===== src/rtl/flash_cmd_pkg.sv =====
`timescale 1ns/1ps
package flash_cmd_pkg;

    localparam int REG_W   = 32;
    localparam int RESP_W  = 2 * REG_W;
    localparam int LEN_W   = 7;

    localparam logic [1:0] SEL_CMD  = 2'd0;
    localparam logic [1:0] SEL_ADDR = 2'd1;
    localparam logic [1:0] SEL_WLO  = 2'd2;
    localparam logic [1:0] SEL_WHI  = 2'd3;

    typedef enum logic [2:0] {
        ST_IDLE, ST_START, ST_OPCODE, ST_ADDR,
        ST_WDATA, ST_DUMMY, ST_RDATA, ST_FINISH
    } fc_state_e;

    typedef struct packed {
        logic [7:0] opcode;
        logic       rd_en;
        logic [2:0] rd_m1;
        logic       addr_en;
        logic [1:0] addr_m1;
        logic       wr_en;
        logic [2:0] wr_m1;
        logic [4:0] dummy;
    } fc_cmd_t;

    function automatic fc_cmd_t decode_cmd(input logic [REG_W-1:0] w);
        fc_cmd_t c;
        c.opcode  = w[31:24];
        c.rd_en   = w[23];
        c.rd_m1   = w[22:20];
        c.addr_en = w[19];
        c.addr_m1 = w[17:16];
        c.wr_en   = w[15];
        c.wr_m1   = w[14:12];
        c.dummy   = w[11:7];
        return c;
    endfunction

    // Next enabled phase after cur; disabled phases are skipped.
    function automatic fc_state_e next_phase(input fc_state_e cur, input fc_cmd_t c);
        if (cur == ST_OPCODE && c.addr_en)
            return ST_ADDR;
        if ((cur == ST_OPCODE || cur == ST_ADDR) && c.wr_en)
            return ST_WDATA;
        if ((cur == ST_OPCODE || cur == ST_ADDR || cur == ST_WDATA) && c.dummy != 5'd0)
            return ST_DUMMY;
        if (cur != ST_RDATA && c.rd_en)
            return ST_RDATA;
        return ST_FINISH;
    endfunction

    // Number of bit slots in a shifting phase.
    function automatic logic [LEN_W-1:0] phase_len(input fc_state_e cur, input fc_cmd_t c);
        logic [2:0] abytes;
        logic [3:0] wbytes;
        logic [3:0] rbytes;
        abytes = {1'b0, c.addr_m1} + 3'd1;
        wbytes = {1'b0, c.wr_m1} + 4'd1;
        rbytes = {1'b0, c.rd_m1} + 4'd1;
        case (cur)
            ST_OPCODE: return 7'd8;
            ST_ADDR:   return {1'b0, abytes, 3'b000};
            ST_WDATA:  return {wbytes, 3'b000};
            ST_DUMMY:  return {2'b00, c.dummy};
            ST_RDATA:  return {rbytes, 3'b000};
            default:   return 7'd1;
        endcase
    endfunction

endpackage


===== src/rtl/flash_cmd_regs.sv =====
`timescale 1ns/1ps
module flash_cmd_regs
    import flash_cmd_pkg::*;
(
    input  logic                 clk,
    input  logic                 rst_n,
    input  logic                 wr_en_i,
    input  logic [1:0]           sel_i,
    input  logic [REG_W-1:0]     wdata_i,
    input  logic                 busy_i,
    output logic                 start_o,
    output fc_cmd_t              cmd_o,
    output logic [REG_W-1:0]     addr_o,
    output logic [RESP_W-1:0]    wpay_o,
    output logic [REG_W-1:0]     readback_o
);

    logic [REG_W-1:2] cmd_q;
    logic             exec_q;
    logic [REG_W-1:0] addr_q;
    logic [REG_W-1:0] wlo_q;
    logic [REG_W-1:0] whi_q;
    logic             wr_ok;
    logic             bit1_unused;

    assign bit1_unused = wdata_i[1];
    assign wr_ok       = wr_en_i && !busy_i;
    assign start_o     = wr_ok && (sel_i == SEL_CMD) && wdata_i[0];

    always_ff @(posedge clk or negedge rst_n) begin
        if (!rst_n) begin
            cmd_q  <= '0;
            exec_q <= 1'b0;
            addr_q <= '0;
            wlo_q  <= '0;
            whi_q  <= '0;
        end else begin
            exec_q <= start_o;
            if (wr_ok) begin
                unique case (sel_i)
                    SEL_CMD:  cmd_q  <= wdata_i[REG_W-1:2];
                    SEL_ADDR: addr_q <= wdata_i;
                    SEL_WLO:  wlo_q  <= wdata_i;
                    SEL_WHI:  whi_q  <= wdata_i;
                    default:  ;
                endcase
            end
        end
    end

    always_comb begin
        cmd_o      = decode_cmd({cmd_q, 2'b00});
        addr_o     = addr_q;
        wpay_o     = {whi_q, wlo_q};
        readback_o = {cmd_q, busy_i, exec_q};
    end

endmodule


===== src/rtl/flash_cmd_seq.sv =====
`timescale 1ns/1ps
module flash_cmd_seq
    import flash_cmd_pkg::*;
(
    input  logic                 clk,
    input  logic                 rst_n,
    input  logic                 start_i,
    input  fc_cmd_t              cmd_i,
    input  logic [REG_W-1:0]     addr_i,
    input  logic [RESP_W-1:0]    wpay_i,
    input  logic                 sclk_en_i,
    input  logic                 miso_i,
    output logic                 busy_o,
    output logic                 cs_n_o,
    output logic                 fl_clk_o,
    output logic                 mosi_o,
    output logic [RESP_W-1:0]    rdata_o
);

    fc_state_e          state_q, state_d;
    logic [LEN_W-1:0]   cnt_q, cnt_d;
    logic [6:0]         rx_q, rx_d;
    logic [RESP_W-1:0]  rdata_q, rdata_d;
    logic               shifting;
    logic               slot_last;
    logic [4:0]         addr_idx;

    assign shifting  = (state_q == ST_OPCODE) || (state_q == ST_ADDR) ||
                       (state_q == ST_WDATA)  || (state_q == ST_DUMMY) ||
                       (state_q == ST_RDATA);
    assign slot_last = (cnt_q == phase_len(state_q, cmd_i) - 7'd1);
    assign addr_idx  = 5'(({3'd0, cmd_i.addr_m1} + 5'd1) * 5'd8 - 5'd1 - cnt_q[4:0]);

    // Next-state and datapath update
    always_comb begin
        state_d = state_q;
        cnt_d   = cnt_q;
        rx_d    = rx_q;
        rdata_d = rdata_q;
        unique case (state_q)
            ST_IDLE: begin
                if (start_i) begin
                    state_d = ST_START;
                    rdata_d = '0;
                end
            end
            ST_START: begin
                state_d = ST_OPCODE;
                cnt_d   = '0;
            end
            ST_OPCODE, ST_ADDR, ST_WDATA, ST_DUMMY, ST_RDATA: begin
                if (sclk_en_i) begin
                    if (state_q == ST_RDATA) begin
                        rx_d = {rx_q[5:0], miso_i};
                        if (cnt_q[2:0] == 3'd7)
                            rdata_d[{cnt_q[5:3], 3'b000} +: 8] = {rx_q, miso_i};
                    end
                    if (slot_last) begin
                        state_d = next_phase(state_q, cmd_i);
                        cnt_d   = '0;
                    end else begin
                        cnt_d   = cnt_q + 7'd1;
                    end
                end
            end
            ST_FINISH: state_d = ST_IDLE;
            default:   state_d = ST_IDLE;
        endcase
    end

    // State register
    always_ff @(posedge clk or negedge rst_n) begin
        if (!rst_n) begin
            state_q <= ST_IDLE;
            cnt_q   <= '0;
            rx_q    <= '0;
            rdata_q <= '0;
        end else begin
            state_q <= state_d;
            cnt_q   <= cnt_d;
            rx_q    <= rx_d;
            rdata_q <= rdata_d;
        end
    end

    // Outputs
    always_comb begin
        busy_o   = (state_q != ST_IDLE);
        cs_n_o   = !shifting;
        fl_clk_o = shifting && sclk_en_i;
        rdata_o  = rdata_q;
        mosi_o   = 1'b0;
        case (state_q)
            ST_OPCODE: mosi_o = cmd_i.opcode[~cnt_q[2:0]];
            ST_ADDR:   mosi_o = addr_i[addr_idx];
            ST_WDATA:  mosi_o = wpay_i[{cnt_q[5:3], ~cnt_q[2:0]}];
            default:   mosi_o = 1'b0;
        endcase
    end

endmodule


===== src/rtl/flash_cmd_engine.sv =====
`timescale 1ns/1ps
module flash_cmd_engine
    import flash_cmd_pkg::*;
(
    input  logic        clk,
    input  logic        rst_n,
    input  logic        reg_wr_en,
    input  logic [1:0]  reg_sel,
    input  logic [31:0] reg_wdata,
    input  logic        sclk_en,
    input  logic        fl_miso,
    output logic [31:0] cmd_readback,
    output logic [31:0] rdata_lo,
    output logic [31:0] rdata_hi,
    output logic        fl_cs_n,
    output logic        fl_clk,
    output logic        fl_mosi
);

    logic               start;
    logic               busy;
    fc_cmd_t            cmd;
    logic [REG_W-1:0]   addr;
    logic [RESP_W-1:0]  wpay;
    logic [RESP_W-1:0]  rdata;

    flash_cmd_regs u_regs (
        .clk        (clk),
        .rst_n      (rst_n),
        .wr_en_i    (reg_wr_en),
        .sel_i      (reg_sel),
        .wdata_i    (reg_wdata),
        .busy_i     (busy),
        .start_o    (start),
        .cmd_o      (cmd),
        .addr_o     (addr),
        .wpay_o     (wpay),
        .readback_o (cmd_readback)
    );

    flash_cmd_seq u_seq (
        .clk       (clk),
        .rst_n     (rst_n),
        .start_i   (start),
        .cmd_i     (cmd),
        .addr_i    (addr),
        .wpay_i    (wpay),
        .sclk_en_i (sclk_en),
        .miso_i    (fl_miso),
        .busy_o    (busy),
        .cs_n_o    (fl_cs_n),
        .fl_clk_o  (fl_clk),
        .mosi_o    (fl_mosi),
        .rdata_o   (rdata)
    );

    assign rdata_lo = rdata[REG_W-1:0];
    assign rdata_hi = rdata[RESP_W-1:REG_W];

endmodule


===== config.mk =====
export PLATFORM = sky130hd
export DESIGN_NAME = flash_cmd_engine
export DESIGN_NICKNAME = d
export VERILOG_FILES = /design/src/rtl/flash_cmd_pkg.sv /design/src/rtl/flash_cmd_regs.sv /design/src/rtl/flash_cmd_seq.sv /design/src/rtl/flash_cmd_engine.sv
export SDC_FILE = /design/constraint.sdc
export NUM_CORES = 1
export LEC_CHECK = 0
export BUFFER_PORTS_ARGS = -buffer_cell sky130_fd_sc_hd__buf_2
export CAP_MARGIN = 20
export CORE_MARGIN = 2
export CORE_UTILIZATION = 40
export CTS_CLUSTER_SIZE = 20
export DETAILED_ROUTE_END_ITERATION = 8
export HOLD_SLACK_MARGIN = 0.12
export PLACE_DENSITY_LB_ADDON = 0.25
export SYNTH_ARGS = -nofsm -noshare
export SYNTH_HDL_FRONTEND = slang
export SYNTH_SLANG_ARGS = --single-unit
export TNS_END_PERCENT = 5

===== constraint.sdc =====
create_clock -name clk -period 3 [get_ports clk]
set_input_delay 0.45 -clock clk [delete_from_list [all_inputs] [get_ports clk]]
set_output_delay 0.45 -clock clk [all_outputs]
set_load 0.005 [all_outputs]

Word level (Yosys, flattened, before mapping)
Index checks and enable logic that the tools add are counted.
{ "word_totals": {"output_inout_bits": 99, "regBits": 208, "input_bits": 39} }
{ "classes": {"shift": 2, "reduce_logical": 29, "addsub": 9, "magnitude_cmp": 3, "bitwise_logic": 1, "n_eq_ne": 18, "mux": 51} }
{ "op_table": {"columns": ["op", "n"], "rows": [
  ["$mux W64", 4],
  ["$pmux W64 S2", 1],
  ["$bwmux W64", 1],
  ["$shift A8 B8 Y64 const A", 1],
  ["$shiftx A8 B8 Y64", 1],
  ["$pmux W7 S5", 1],
  ["$mux W3", 11],
  ["$mux W1", 25],
  ["$eq A3 B3 Y1 const B", 5],
  ["$mux W7", 2],
  ["$pmux W7 S2", 1],
  ["$pmux W3 S4", 1],
  ["$reduce_and A2 Y1", 5],
  ["$add A3 B1 Y4 const B", 2],
  ["$logic_and A1 B1 Y1", 8],
  ["$neg A6 Y8", 1],
  ["$add A7 B1 Y7 const B", 1],
  ["$eq A7 B7 Y1", 1],
  ["$lt A6 B7 Y1 const B", 1],
  ["$sub A7 B1 Y7 const B", 1],
  ["$bmux W1 S6", 1],
  ["$eq A3 B2 Y1 const B", 2],
  ["$lt A5 B6 Y1 const B", 1],
  ["$ne A2 B1 Y1 const B", 3],
  ["other kinds (24)", 32]
]} }

Logic depth before layout (Yosys ltp)
Gate-level depths: netlist of the first run.
{ "logic_depth": {"word_depth": 29, "ltp_mapped": 13, "depth_no_buf": 11} }

Modules after synthesis
Synthesis of the first run repeated with hierarchy kept, for this count alone.
{ "unflattened": {"cells_unflattened": 760, "hier_area_um2": 9927.0} }
{ "by_module_without_submodules": {"columns": ["module", "area_per_inst_um2", "instances", "cells_per_inst"], "rows": [
  ["flash_cmd_regs", 5208.7, 1, 298],
  ["flash_cmd_seq", 4718.3, 1, 462]
]} }

Worst setup path after synthesis of the first run
OpenSTA, ideal clock, no wires.
{ "synth_path": {"kind": "reg-to-reg", "startpoint": "register u_seq.state_q[1]", "endpoint": "register u_seq.state_q[0]", "path_buffers": 3, "arrival_ps": 3233, "stages_incl_launch_ff": 14, "path_slack_ps": -359, "setup_ps": 126, "synth_period_minus_slack_ps": 3359, "path_cell_list": "dfrtp_1 -> buf_6 -> buf_6 -> clkbuf_1 -> nand2_1 -> mux2_2 -> ha_1 -> or3b_1 -> mux2i_2 -> o21ai_0 -> a221oi_1 -> a211oi_2 -> or4_1 -> o311a_1"} }
{ "synth_between": {"elab_chain_len": 16, "word_cells_on_any_way": 60, "cone_classes": "1 x add/sub; 12 x eq/ne; 33 x mux; 14 x reduce/logical"} }
{ "synth_lines": {"columns": ["item", "line_no", "source"], "rows": [
  ["from (decl)", "flash_cmd_seq.sv:20", "fc_state_e state_q, state_d;"],
  ["from (signal assigned)", "flash_cmd_seq.sv:79", "state_q <= state_d;"],
  ["$ne A3 B3 Y1 (tied with other cells)", "flash_cmd_pkg.sv:50", "if (cur != ST_RDATA && c.rd_en)"],
  ["$logic_and A1 B1 Y1 / $logic_or A1 B1 Y1 (equally long branches)", "flash_cmd_pkg.sv:50, flash_cmd_pkg.sv:46, flash_cmd_pkg.sv:48", null],
  ["$mux W1 / $logic_or A1 B1 Y1 (equally long branches)", "flash_cmd_pkg.sv:50, flash_cmd_pkg.sv:48", null],
  ["$mux W1 / $logic_and A1 B1 Y1 (equally long branches)", "flash_cmd_pkg.sv:50, flash_cmd_pkg.sv:48", null],
  ["$mux W1", "flash_cmd_pkg.sv:48", "if ((cur == ST_OPCODE || cur == ST_ADDR || cur == ST_WDATA) && c.dummy != 5'd0)"],
  ["$mux W1, on equally long branches", "flash_cmd_pkg.sv:46, flash_cmd_pkg.sv:48", null],
  ["$mux W1, on equally long branches", "flash_cmd_seq.sv:58, flash_cmd_pkg.sv:46", null],
  ["$mux W1, on equally long branches", "flash_cmd_seq.sv:52, flash_cmd_seq.sv:58", null],
  ["$mux W1, on equally long branches", "flash_cmd_seq.sv:40, flash_cmd_seq.sv:52", null],
  ["$mux W3 / $mux W1 (equally long branches)", "flash_cmd_pkg.sv:52, flash_cmd_seq.sv:40", null],
  ["$mux W3", "flash_cmd_pkg.sv:50", null],
  ["$mux W3", "flash_cmd_pkg.sv:48", null],
  ["$mux W3", "flash_cmd_pkg.sv:46", "if ((cur == ST_OPCODE || cur == ST_ADDR) && c.wr_en)"],
  ["$mux W3", "flash_cmd_seq.sv:58", "if (slot_last) begin"],
  ["$mux W3", "flash_cmd_seq.sv:52", "if (sclk_en_i) begin"],
  ["$pmux W3 S4", "flash_cmd_seq.sv:40", "unique case (state_q)"]
]} }
Several ways; a longest one is shown, not always the timed one. The select of a mux whose other input is x is not followed.
A chain may end at the register's enable or synchronous reset.

Worst setup path after layout of the first run
{ "layout_path": {"startpoint": "register u_seq.cnt_q[0]", "endpoint": "output port fl_mosi"} }
{ "layout_between": {"elab_chain_len": 4, "word_cells_on_any_way": 9, "cone_classes": "1 x add/sub; 7 x mux; 1 x bitwise"} }
{ "layout_lines": {"columns": ["item", "line_no", "source"], "rows": [
  ["from (decl)", "flash_cmd_seq.sv:21", "logic [LEN_W-1:0] cnt_q, cnt_d;"],
  ["from (signal assigned)", "flash_cmd_seq.sv:80", "cnt_q <= cnt_d;"],
  ["$sub A5 B5 Y5 / $not A3 Y3 (equally long branches)", "flash_cmd_seq.sv:32, flash_cmd_seq.sv:94, flash_cmd_seq.sv:96", null],
  ["$bmux W1 S5 (tied with other cells)", "flash_cmd_seq.sv:95", "ST_ADDR: mosi_o = addr_i[addr_idx];"],
  ["$mux W1, on equally long branches", "flash_cmd_seq.sv:95, flash_cmd_seq.sv:94, flash_cmd_seq.sv:96", null],
  ["$pmux W1 S3 (*)", "flash_cmd_seq.sv:93", "case (state_q)"],
  ["to (decl)", "flash_cmd_engine.sv:17", "output logic fl_mosi"]
]} }
Mark *: on every way between the ends. The rest lies on a longest branch, timed or not. The select of a mux whose other input is x is not followed.

==> results of run 1 <==
-- kinds of logic after synthesis --
| family | Yosys count | synth area share, % |
|---|---|---|
| AO/OA/AOI/OAI | 126 | 10.4 |
| XOR/XNOR | 12 | 1.08 |
| adder cells (fa/ha/maj) | 11 | 1.42 |
| buffers and inverters | 61 | 2.78 |
| flip-flops | 208 | 53.7 |
| multiplexers | 170 | 23.3 |
| AND/OR/NAND/NOR | 123 | 7.31 |
-- worst min path at each step --
stage | start | endpoint | cells past startpoint
2_1_floorplan | rst_n | u_regs.addr_o[0]$_DFFE_PN0P_ | 0
3_3_place_gp | u_regs.addr_o[25]$_DFFE_PN0P_ | u_regs.addr_o[25]$_DFFE_PN0P_ | 1
3_5_place_dp | rst_n | u_seq.rdata_o[11]$_DFFE_PN0P_ | 1
4_1_cts | reg_wdata[1] | u_regs.addr_o[1]$_DFFE_PN0P_ | 2
5_1_grt | reg_wdata[1] | u_regs.wlo_q[1]$_DFFE_PN0P_ | 2
6_report | reg_wdata[1] | u_regs.addr_o[1]$_DFFE_PN0P_ | 2
-- through the flow --
stage | area (µm²) | setup TNS [ps] | cells
after global routing | 11800 | -1290 | 1198
after global placement | 10900 | -18.0 | 1151
after CTS | 11800 | -233 | 1199
after detailed placement | 10900 | -175 | 1151
after floorplan | 9720 | -164 | 711
final | 11800 | -196 | 1199
-- flip-flops by register name, indices dropped and copies added, names as in the netlist, 3 cells and up --
register	cells
u_regs.cmd_q	30
u_seq.rdata_o	64
u_regs.addr_o	32
u_regs.whi_q	32
u_regs.wlo_q	32
u_seq.state_q	3
u_seq.cnt_q	7
u_seq.rx_q	7
-- final cells by class --
type	count	area, µm²	area share (%)
inverters	15	56.3	0.478
multi-input cells	442	4300	36.5
clock inverters	6	90.1	0.765
diodes	1	2.50	0.0212
clock buffers	35	691	5.86
flip-flops and latches	208	5210	44.2
well taps	319	399	3.39
repair buffers	173	1030	8.76
-- routing by layer --
layer  global-route usage (%)  share of wire [%]  vias to the layer above
li1                         -                  -                     2998
met4                     4.46                2.2                        0
met5                        0                  0                        -
met3                     3.25                4.7                       31
met2                     30.9                 47                      184
met1                     27.4                 46                     3311
-- report_power, final --
part | switching (mW) | internal, mW | total (mW)
Clock | 1.12 | 1.76 | 2.88
Sequential | 0.595 | 3.69 | 4.29
Combinational | 2.02 | 2.31 | 4.33
-- worst max-delay path: stages, from the launching register on --
cell and delay [ps]:
dfrtp_2 480, buf_12 170, mux4_2 520, mux4_2 490
mux2_4 280, nand2_2 60, a32oi_2 60, buf_2 150
-- what timing repair did --
| item | in CTS | in global routing |
|---|---|---|
| setup buffers | 5 | 3 |
| pin swaps | 2 | 3 |
| resized for setup | 11 | 11 |
| setup endpoints to repair | 7 | 11 |
| hold buffers | 1 | 0 |
| cloned | 1 | 0 |
| endpoints found under the hold margin | 65 | 0 |
-- placed cells by master, fill, tap and decap left out, drive strengths merged, types with 5 or more instances in the layout --
master and instances:
a21oi 7, a22o 64, buf 171, clkbuf 36, dfrtp 208, ha 11
inv 14, mux2 134, mux2i 6, mux4 30, nand2 42, nand3 14
nand4b 5, nor2 16, nor2b 6, nor3 10, o21ai 21, xnor2 9
==> impl_metrics.env, run 1 <==
export IMPL_synth_cells=711
export IMPL_crit_fanout=8
export IMPL_via_per_inst=5.44
export IMPL_ctsLongestPathBuffers=3
export IMPL_async_flop_share_pct=100
export IMPL_hold_violations=0
export IMPL_r2r_start="u_seq.state_q[2]$_DFFE_PN0P_"
export IMPL_syn_area_mm2=0.00969
export IMPL_r2r_end="u_seq.state_q[0]$_DFFE_PN0P_"
export IMPL_worstRegToRegCells=11
export IMPL_ys_flop_type="dfrtp_1"
export IMPL_synth_edf_count=0
export IMPL_area_growth_pct=21.5
export IMPL_timing_final_setup_violations=2
export IMPL_grt_max_degree=69
export IMPL_clkTransAtPathRegs_ps=60
export IMPL_yosysSeqAreaShare_pct=53.7
export IMPL_cts_root_buf="clkbuf_16"
export IMPL_synth_area_leader_cell="dfrtp_1"
export IMPL_antenna_found_initial=1
export IMPL_dieHeight_um=160
export IMPL_floorplan_initialDensity_pct=41.1
export IMPL_violations="negative setup slack"
export IMPL_io_pins=138
export IMPL_synth_most_common_cell="dfrtp_1"
export IMPL_nNetsFinal=913
export IMPL_drv_slew=0
export IMPL_worst_slack_ps=-175
export IMPL_die_w_um=160
export IMPL_required_ps=2550
export IMPL_holdWs_ps=198
export IMPL_place_congestion=0.865
export IMPL_max_freq_mhz=315
export IMPL_syn_avg_cell_area_um2=13.6
export IMPL_drc=0
export IMPL_path_class="flip-flop to output port"
export IMPL_port_buffers=137
export IMPL_synth_area_leaders="dfrtp_1 54%, mux2_2 16%, mux4_2 7.0%, a22o_1 5.8%, nand2_1 1.6%"
export IMPL_total_leakage_power_nw=5.54
export IMPL_clock_latency_ps=510
export IMPL_drt_wl_total_mm=24.2
export IMPL_clock_skew_ps=14.2
export IMPL_num_vias=6524
export IMPL_fill_cells=2098
export IMPL_cts_htree_levels=1
export IMPL_core_region_area_mm2=0.0236
export IMPL_cts_tree="done"
export IMPL_outcome="finished, violations left"
export IMPL_synth_seq_cells=208
export IMPL_clock_sinks=208
export IMPL_slew_headroom_pct=57.6
export IMPL_start_kind="flip-flop"
export IMPL_max_cap_violations=0
export IMPL_cts_buffers=23
export IMPL_num_rows=56
export IMPL_powerDensity_mw_per_mm2=976
export IMPL_crit_start="u_seq.cnt_q[0]$_DFFE_PN0P_"
export IMPL_syn_nets=761
export IMPL_peakVddDrop_mv=0.582
export IMPL_post_place_ws_ps=-42.1
export IMPL_dp_hpwl_mm=16.7
export IMPL_synth_top_area_share_pct=53.7
export IMPL_worst_pin_slew_ps=634
export IMPL_postLayoutCoreUtil_pct=49.9
export IMPL_synth_common_cells="208 x dfrtp_1, 134 x mux2_2, 64 x a22o_1, 42 x nand2_1, 30 x mux4_2"
export IMPL_first_pass_iters=5
export IMPL_grt_pass1_wl_mm=39.4
export IMPL_rsz0062_at_grt="yes"
export IMPL_ant_nets=0
export IMPL_r2r_slack_ps=-20
export IMPL_wl_per_cell_um=20.1
export IMPL_die_area_mm2=0.0255
export IMPL_drive_gt1_share_pct=45.8
export IMPL_fin_crit_sh_pct=106
export IMPL_grtUsageTotal_pct=19.2
export IMPL_period_minus_slack_ps=3170
export IMPL_synth_cell_type_count=69
export IMPL_crit_path_end_kind="output port"
export IMPL_crit_end="fl_mosi"
export IMPL_grt_overflow=0
export IMPL_worstPathArrival_ps=2720
export IMPL_fin_total_pwr_mw=11.5
export IMPL_ys_warn_count=0
export IMPL_drt_iter0_markers=475
export IMPL_min_path_type="input port to flip-flop"
export IMPL_grt_pass1_vias=6757
Power figures use the tool's default switching activity.
==> run 2, diff against run 1 <==
- BUFFER_PORTS_ARGS: -buffer_cell sky130_fd_sc_hd__buf_2 -> -buffer_cell sky130_fd_sc_hd__clkbuf_2
==> run 2 against run 1 <==
Effect of this change:
- the flow still finishes with violations (negative setup slack)
- design area fell by 0.13%
- via count is 1.7% higher
- fmax down 1.6%
- count of clock-buffer cells in the layout decreased by 5
- register-to-register slack lost 40 ps
- sequential share of layout area up 0.056 points
==> impl_metrics.env, run 2 (synthesized netlist as in run 1, its figures left out) <==
export IMPL_path_buf_inv=4
export IMPL_drc=0
export IMPL_final_cell_mix="207 x dfrtp_1, 136 x clkbuf_2, 133 x mux2_2, 64 x a22o_1, 39 x nand2_1"
export IMPL_cts_htree_levels=1
export IMPL_crit_chain="buf_12, buf_16, buf_4, mux4_2, mux2i_1, a31oi_1, nand4_1, a32oi_2, clkbuf_2"
export IMPL_period_minus_slack_ps=3230
export IMPL_via_per_inst=5.56
export IMPL_fin_crit_sh_pct=108
export IMPL_final_area_mm2=0.0118
export IMPL_antenna_cells=0
export IMPL_ctsLongestPathBuffers=3
export IMPL_crit_path_end_kind="output port"
export IMPL_num_vias=6637
export IMPL_total_leakage_power_nw=5.47
export IMPL_worst_slack_ps=-226
export IMPL_cts_buffers=24
export IMPL_floorplan_initialDensity_pct=41.1
export IMPL_slew_headroom_pct=57.0
export IMPL_worst_pin_slew_ps=641
export IMPL_max_cap_violations=0
export IMPL_required_ps=2550
export IMPL_violations="negative setup slack"
export IMPL_clock_latency_ps=530
export IMPL_antenna_found_initial=0
export IMPL_cts_root_buf="clkbuf_16"
export IMPL_rsz0062_at_grt="yes"
export IMPL_path_class="flip-flop to output port"
export IMPL_grtUsageTotal_pct=19.0
export IMPL_cp_slowest_cell="mux4_2"
export IMPL_grt_overflow=0
export IMPL_grt_max_degree=77
export IMPL_dp_hpwl_mm=16.6
export IMPL_port_buffers=137
export IMPL_clkTransAtPathRegs_ps=60
export IMPL_drv_slew=0
export IMPL_grt_pass1_wl_mm=39.0
export IMPL_dieHeight_um=160
export IMPL_area_growth_pct=21.4
export IMPL_grt_pass1_vias=6691
export IMPL_postLayoutCoreUtil_pct=49.8
export IMPL_timing_final_setup_violations=2
export IMPL_dp_cells=1150
export IMPL_post_place_ws_ps=-89.9
export IMPL_max_freq_mhz=310
export IMPL_crit_family="multiplexers"
export IMPL_num_rows=56
export IMPL_wl_per_cell_um=20.1
export IMPL_drt_iter0_markers=469
export IMPL_clock_sinks=208
export IMPL_io_pins=138
export IMPL_largest_register_ffs=64
export IMPL_start_kind="flip-flop"
export IMPL_core_region_area_mm2=0.0236
export IMPL_crit_fanout=6
export IMPL_die_area_mm2=0.0255
export IMPL_nNetsFinal=914
export IMPL_outcome="finished, violations left"
export IMPL_place_congestion=0.863
export IMPL_peakVddDrop_mv=0.509
export IMPL_drive_gt1_share_pct=45.9
export IMPL_holdWs_ps=186
export IMPL_final_common_cell="dfrtp_1"
export IMPL_clock_skew_ps=23.3
export IMPL_worstPathArrival_ps=2780
export IMPL_drt_wl_total_mm=24.0
export IMPL_cts_tree="done"
export IMPL_ant_nets=0
export IMPL_finalNonFillerCells=1194
export IMPL_powerDensity_mw_per_mm2=971
export IMPL_first_pass_iters=5
export IMPL_min_path_type="input port to flip-flop"
export IMPL_place_area_mm2=0.0109
export IMPL_hold_violations=0
export IMPL_cpPeakStageDelay_ps=500
export IMPL_die_w_um=160
## run 2: cell types whose count changed in the layout (fill, tap and decap cells not counted), moves of 3 or more
cell,delta
clkbuf_8,-4
buf_2,-136
buf_6,-3
clkbuf_2,+136
## run 2: per-layer routing
metal	GRT usage [%]	share of wire [%]	vias up
li1	-	-	2988
met1	26.9	45	3403
met2	30.5	47	201
met3	3.17	5.2	45
met4	5.29	3.0	0
met5	0	0	-
## run 2: final timing paths
path / slack (ps) / startpoint / to / depth (start not counted)
max: -230 / u_seq.cnt_q[0]$_DFFE_PN0P_ / fl_mosi / 9
min: 190 / reg_wdata[1] / u_regs.wlo_q[1]$_DFFE_PN0P_ / 2
max reg2reg: -60 / u_seq.state_q[2]$_DFFE_PN0P_ / u_seq.state_q[0]$_DFFE_PN0P_ / 11
min reg2reg: 500 / u_regs.wlo_q[8]$_DFFE_PN0P_ / u_regs.wlo_q[8]$_DFFE_PN0P_ / 1
max in group asynchronous: 1750 / rst_n / u_regs.cmd_q[12]$_DFFE_PN0P_ / 3
min in group asynchronous: 470 / rst_n / u_seq.rdata_o[13]$_DFFE_PN0P_ / 2
## run 2: cell type report
class | instances | area, µm²
clock buffer | 30 | 653
clock inverter | 7 | 76.3
fill | 2108 | 11800
inverter | 15 | 56.3
multi-input combinational | 442 | 4310
sequential | 208 | 5210
tap | 319 | 399
timing repair buffer | 173 | 1070
## run 2: stage by stage
step	TNS, ps	total power [mW]
2_1_floorplan	-164	7.12
3_3_place_gp	0	8.40
3_5_place_dp	-478	8.47
4_1_cts	-289	11.4
5_1_grt	-907	12.1
6_report	-285	11.4
## run 2: timing repair
item,CTS,global route
endpoints found under the setup margin,7,11
resized for setup,7,9
setup buffers,5,0
pin swaps,3,5
hold buffers,1,0
endpoints found under the hold margin,59,0
gates cloned,1,0
## run 2: where the power goes
part / switching [mW] / internal (mW) / total, mW
clock: 1.12 / 1.61 / 2.73
combinational: 2.03 / 2.35 / 4.38
sequential: 0.613 / 3.69 / 4.30
## run 2: worst register-to-register path, cell delays in order (launching register included)
cell and delay (ps):
dfrtp_1 370, nor2b_2 160, nand2_2 100, mux2_2 340, ha_2 190, or3b_1 380
mux2i_4 250, o21ai_1 130, a221oi_2 350, a211oi_4 100, or4_1 430, o311a_1 130
==> run 3, diff against run 2 <==
- CELL_PAD_IN_SITES_DETAIL_PLACEMENT: not set -> 0
- CELL_PAD_IN_SITES_GLOBAL_PLACEMENT: not set -> 1
==> run 3 against run 2 <==
Effect of this change:
- the run still ends with negative setup slack left
- sequential share of layout area decreased by 0.20 points
- core utilization increased by 0.23 points
- critical path depth decreased by 1
- fmax increased by 2.8%
- critical endpoint unchanged
- highest routed layer unchanged
==> impl_metrics.env, run 3 (synthesized netlist as in run 1, its figures left out) <==
export IMPL_fin_crit_sh_pct=105
export IMPL_ctsLongestPathBuffers=3
export IMPL_antenna_found_initial=0
export IMPL_start_kind="flip-flop"
export IMPL_final_cell_mix="207 x dfrtp_1, 136 x clkbuf_2, 133 x mux2_2, 64 x a22o_1, 40 x nand2_1"
export IMPL_core_region_area_mm2=0.0236
export IMPL_drc=0
export IMPL_slew_headroom_pct=52.5
export IMPL_die_area_mm2=0.0255
export IMPL_required_ps=2550
export IMPL_clkTransAtPathRegs_ps=60
export IMPL_min_path_type="input port to flip-flop"
export IMPL_total_leakage_power_nw=5.50
export IMPL_rsz0062_at_grt="yes"
export IMPL_fill_cells=2095
export IMPL_ant_nets=0
export IMPL_worst_pin_slew_ps=708
export IMPL_max_cap_violations=0
export IMPL_switching_share_pct=33.0
export IMPL_path_class="flip-flop to output port"
export IMPL_num_vias=6727
export IMPL_final_area_mm2=0.0118
export IMPL_floorplan_initialDensity_pct=41.1
export IMPL_grt_overflow=0
export IMPL_worstPathArrival_ps=2690
export IMPL_fin_total_pwr_mw=11.6
export IMPL_timing_final_setup_violations=1
export IMPL_grt_pass1_wl_mm=40.8
export IMPL_clock_skew_ps=8.85
export IMPL_port_buffers=137
export IMPL_via_per_inst=5.61
export IMPL_crit_fanout=7
export IMPL_power_frac_clock_pct=23.5
export IMPL_cts_htree_levels=1
export IMPL_peakVddDrop_mv=0.410
export IMPL_drv_slew=0
export IMPL_largest_register_ffs=64
export IMPL_pwr_share_comb_pct=39.5
export IMPL_power_internal_mw=7.76
export IMPL_die_w_um=160
export IMPL_drt_iter0_markers=452
export IMPL_powerDensity_mw_per_mm2=980
export IMPL_violations="negative setup slack"
export IMPL_cts_root_buf="clkbuf_16"
export IMPL_p_seq_share_pct=37.0
export IMPL_place_area_mm2=0.0109
export IMPL_io_pins=138
export IMPL_period_minus_slack_ps=3140
export IMPL_p_sw_mw=3.83
export IMPL_final_common_cell="dfrtp_1"
export IMPL_layout_area_seq_mm2=0.00521
export IMPL_hold_violations=0
export IMPL_dp_hpwl_mm=17.8
export IMPL_max_freq_mhz=319
export IMPL_dieHeight_um=160
export IMPL_worst_slack_ps=-137
export IMPL_multi_input_area_mm2=0.00433
export IMPL_grt_pass1_vias=7147
export IMPL_area_growth_pct=21.9
export IMPL_grtUsageTotal_pct=20.1
export IMPL_antenna_cells=0
export IMPL_wl_per_cell_um=21.1
export IMPL_first_pass_iters=5
export IMPL_clock_latency_ps=510
export IMPL_cts_tree="done"
export IMPL_cts_buffers=23
export IMPL_post_place_ws_ps=-89.0
export IMPL_drt_wl_total_mm=25.4
export IMPL_outcome="finished, violations left"
export IMPL_crit_path_end_kind="output port"
export IMPL_grt_max_degree=78
export IMPL_holdWs_ps=213
export IMPL_drive_gt1_share_pct=45.7
export IMPL_nNetsFinal=916
export IMPL_place_congestion=0.841
export IMPL_clock_sinks=208
export IMPL_num_rows=56
run 3: cell count changes in the layout (fill, tap and decap cells not counted), moves of 2 or more:
cell / previous run / this run
clkbuf_1: 3 / 6
a2111oi_2: 3 / 1
a2111oi_4: 0 / 2
buf_4: 27 / 29
clkbuf_8: 4 / 6
clkinvlp_4: 2 / 0
run 3: cell type report:
class / instances / share of cell area [%]
Sequential cell: 208 / 44.1
Multi-Input combinational cell: 442 / 36.6
Timing Repair Buffer: 176 / 9.35
Clock buffer: 34 / 5.64
Tap cell: 319 / 3.38
Clock inverter: 6 / 0.498
Inverter: 15 / 0.476
run 3: what timing repair did:
action	CTS	global route
pin swaps	3	4
buffers inserted	3	0
hold endpoints to repair	73	0
hold buffers	1	0
gates resized for setup	12	5
endpoints found under the setup margin	8	10
cloned	2	0
run 3: path summary, 6_finish.rpt:
check                                              startpoint                             to  slack [ps]  cells after the start
worst min register to register  u_regs.addr_o[12]$_DFFE_PN0P_  u_regs.addr_o[12]$_DFFE_PN0P_         500                      1
worst max-delay path               u_seq.cnt_q[0]$_DFFE_PN0P_                        fl_mosi        -140                      8
worst max register to register   u_seq.state_q[2]$_DFFE_PN0P_   u_seq.state_q[0]$_DFFE_PN0P_          50                     11
min in group asynchronous                               rst_n  u_seq.rdata_o[54]$_DFFE_PN0P_         520                      2
max in group asynchronous                               rst_n   u_regs.addr_o[5]$_DFFE_PN0P_        1660                      3
worst min-delay path                             reg_wdata[1]    u_regs.wlo_q[1]$_DFFE_PN0P_         210                      2
run 3: metal layers:
layer | part of all wire, % | vias to the layer above | global-route usage [%] | routed length [µm]
li1 | - | 2998 | - | -
met1 | 45 | 3502 | 27.8 | 11300
met2 | 49 | 186 | 33.3 | 12300
met3 | 4.9 | 41 | 2.91 | 1240
met4 | 2.0 | 0 | 5.04 | 496
met5 | 0 | - | 0 | 0
run 3: critical path, cell delays in order (launching register included):
cell and delay [ps]:
dfrtp_2 370, buf_6 130, buf_12 140, mux4_2 500, mux4_2 510, mux2_4 290
nand2_2 60, a32oi_2 50, clkbuf_2 130
run 3: metrics by stage:
step	util [%]	std cells	setup TNS, ps
global placement	46.2	1154	0
global route	50.0	1200	-678
detailed placement	46.2	1154	-403
finish	50.0	1200	-137
floorplan	-	711	-164
CTS	49.9	1200	-148
run 3: power by group through the flow:
| stage | combinational (mW) | sequential [mW] | clock, mW |
|---|---|---|---|
| after floorplan | 3.01 | 4.12 | 0 |
| after global placement | 4.15 | 4.28 | 0 |
| after detailed placement | 4.25 | 4.35 | 0 |
| after CTS | 4.54 | 4.28 | 2.79 |
| after global routing | 4.95 | 4.39 | 2.92 |
| final | 4.57 | 4.29 | 2.72 |
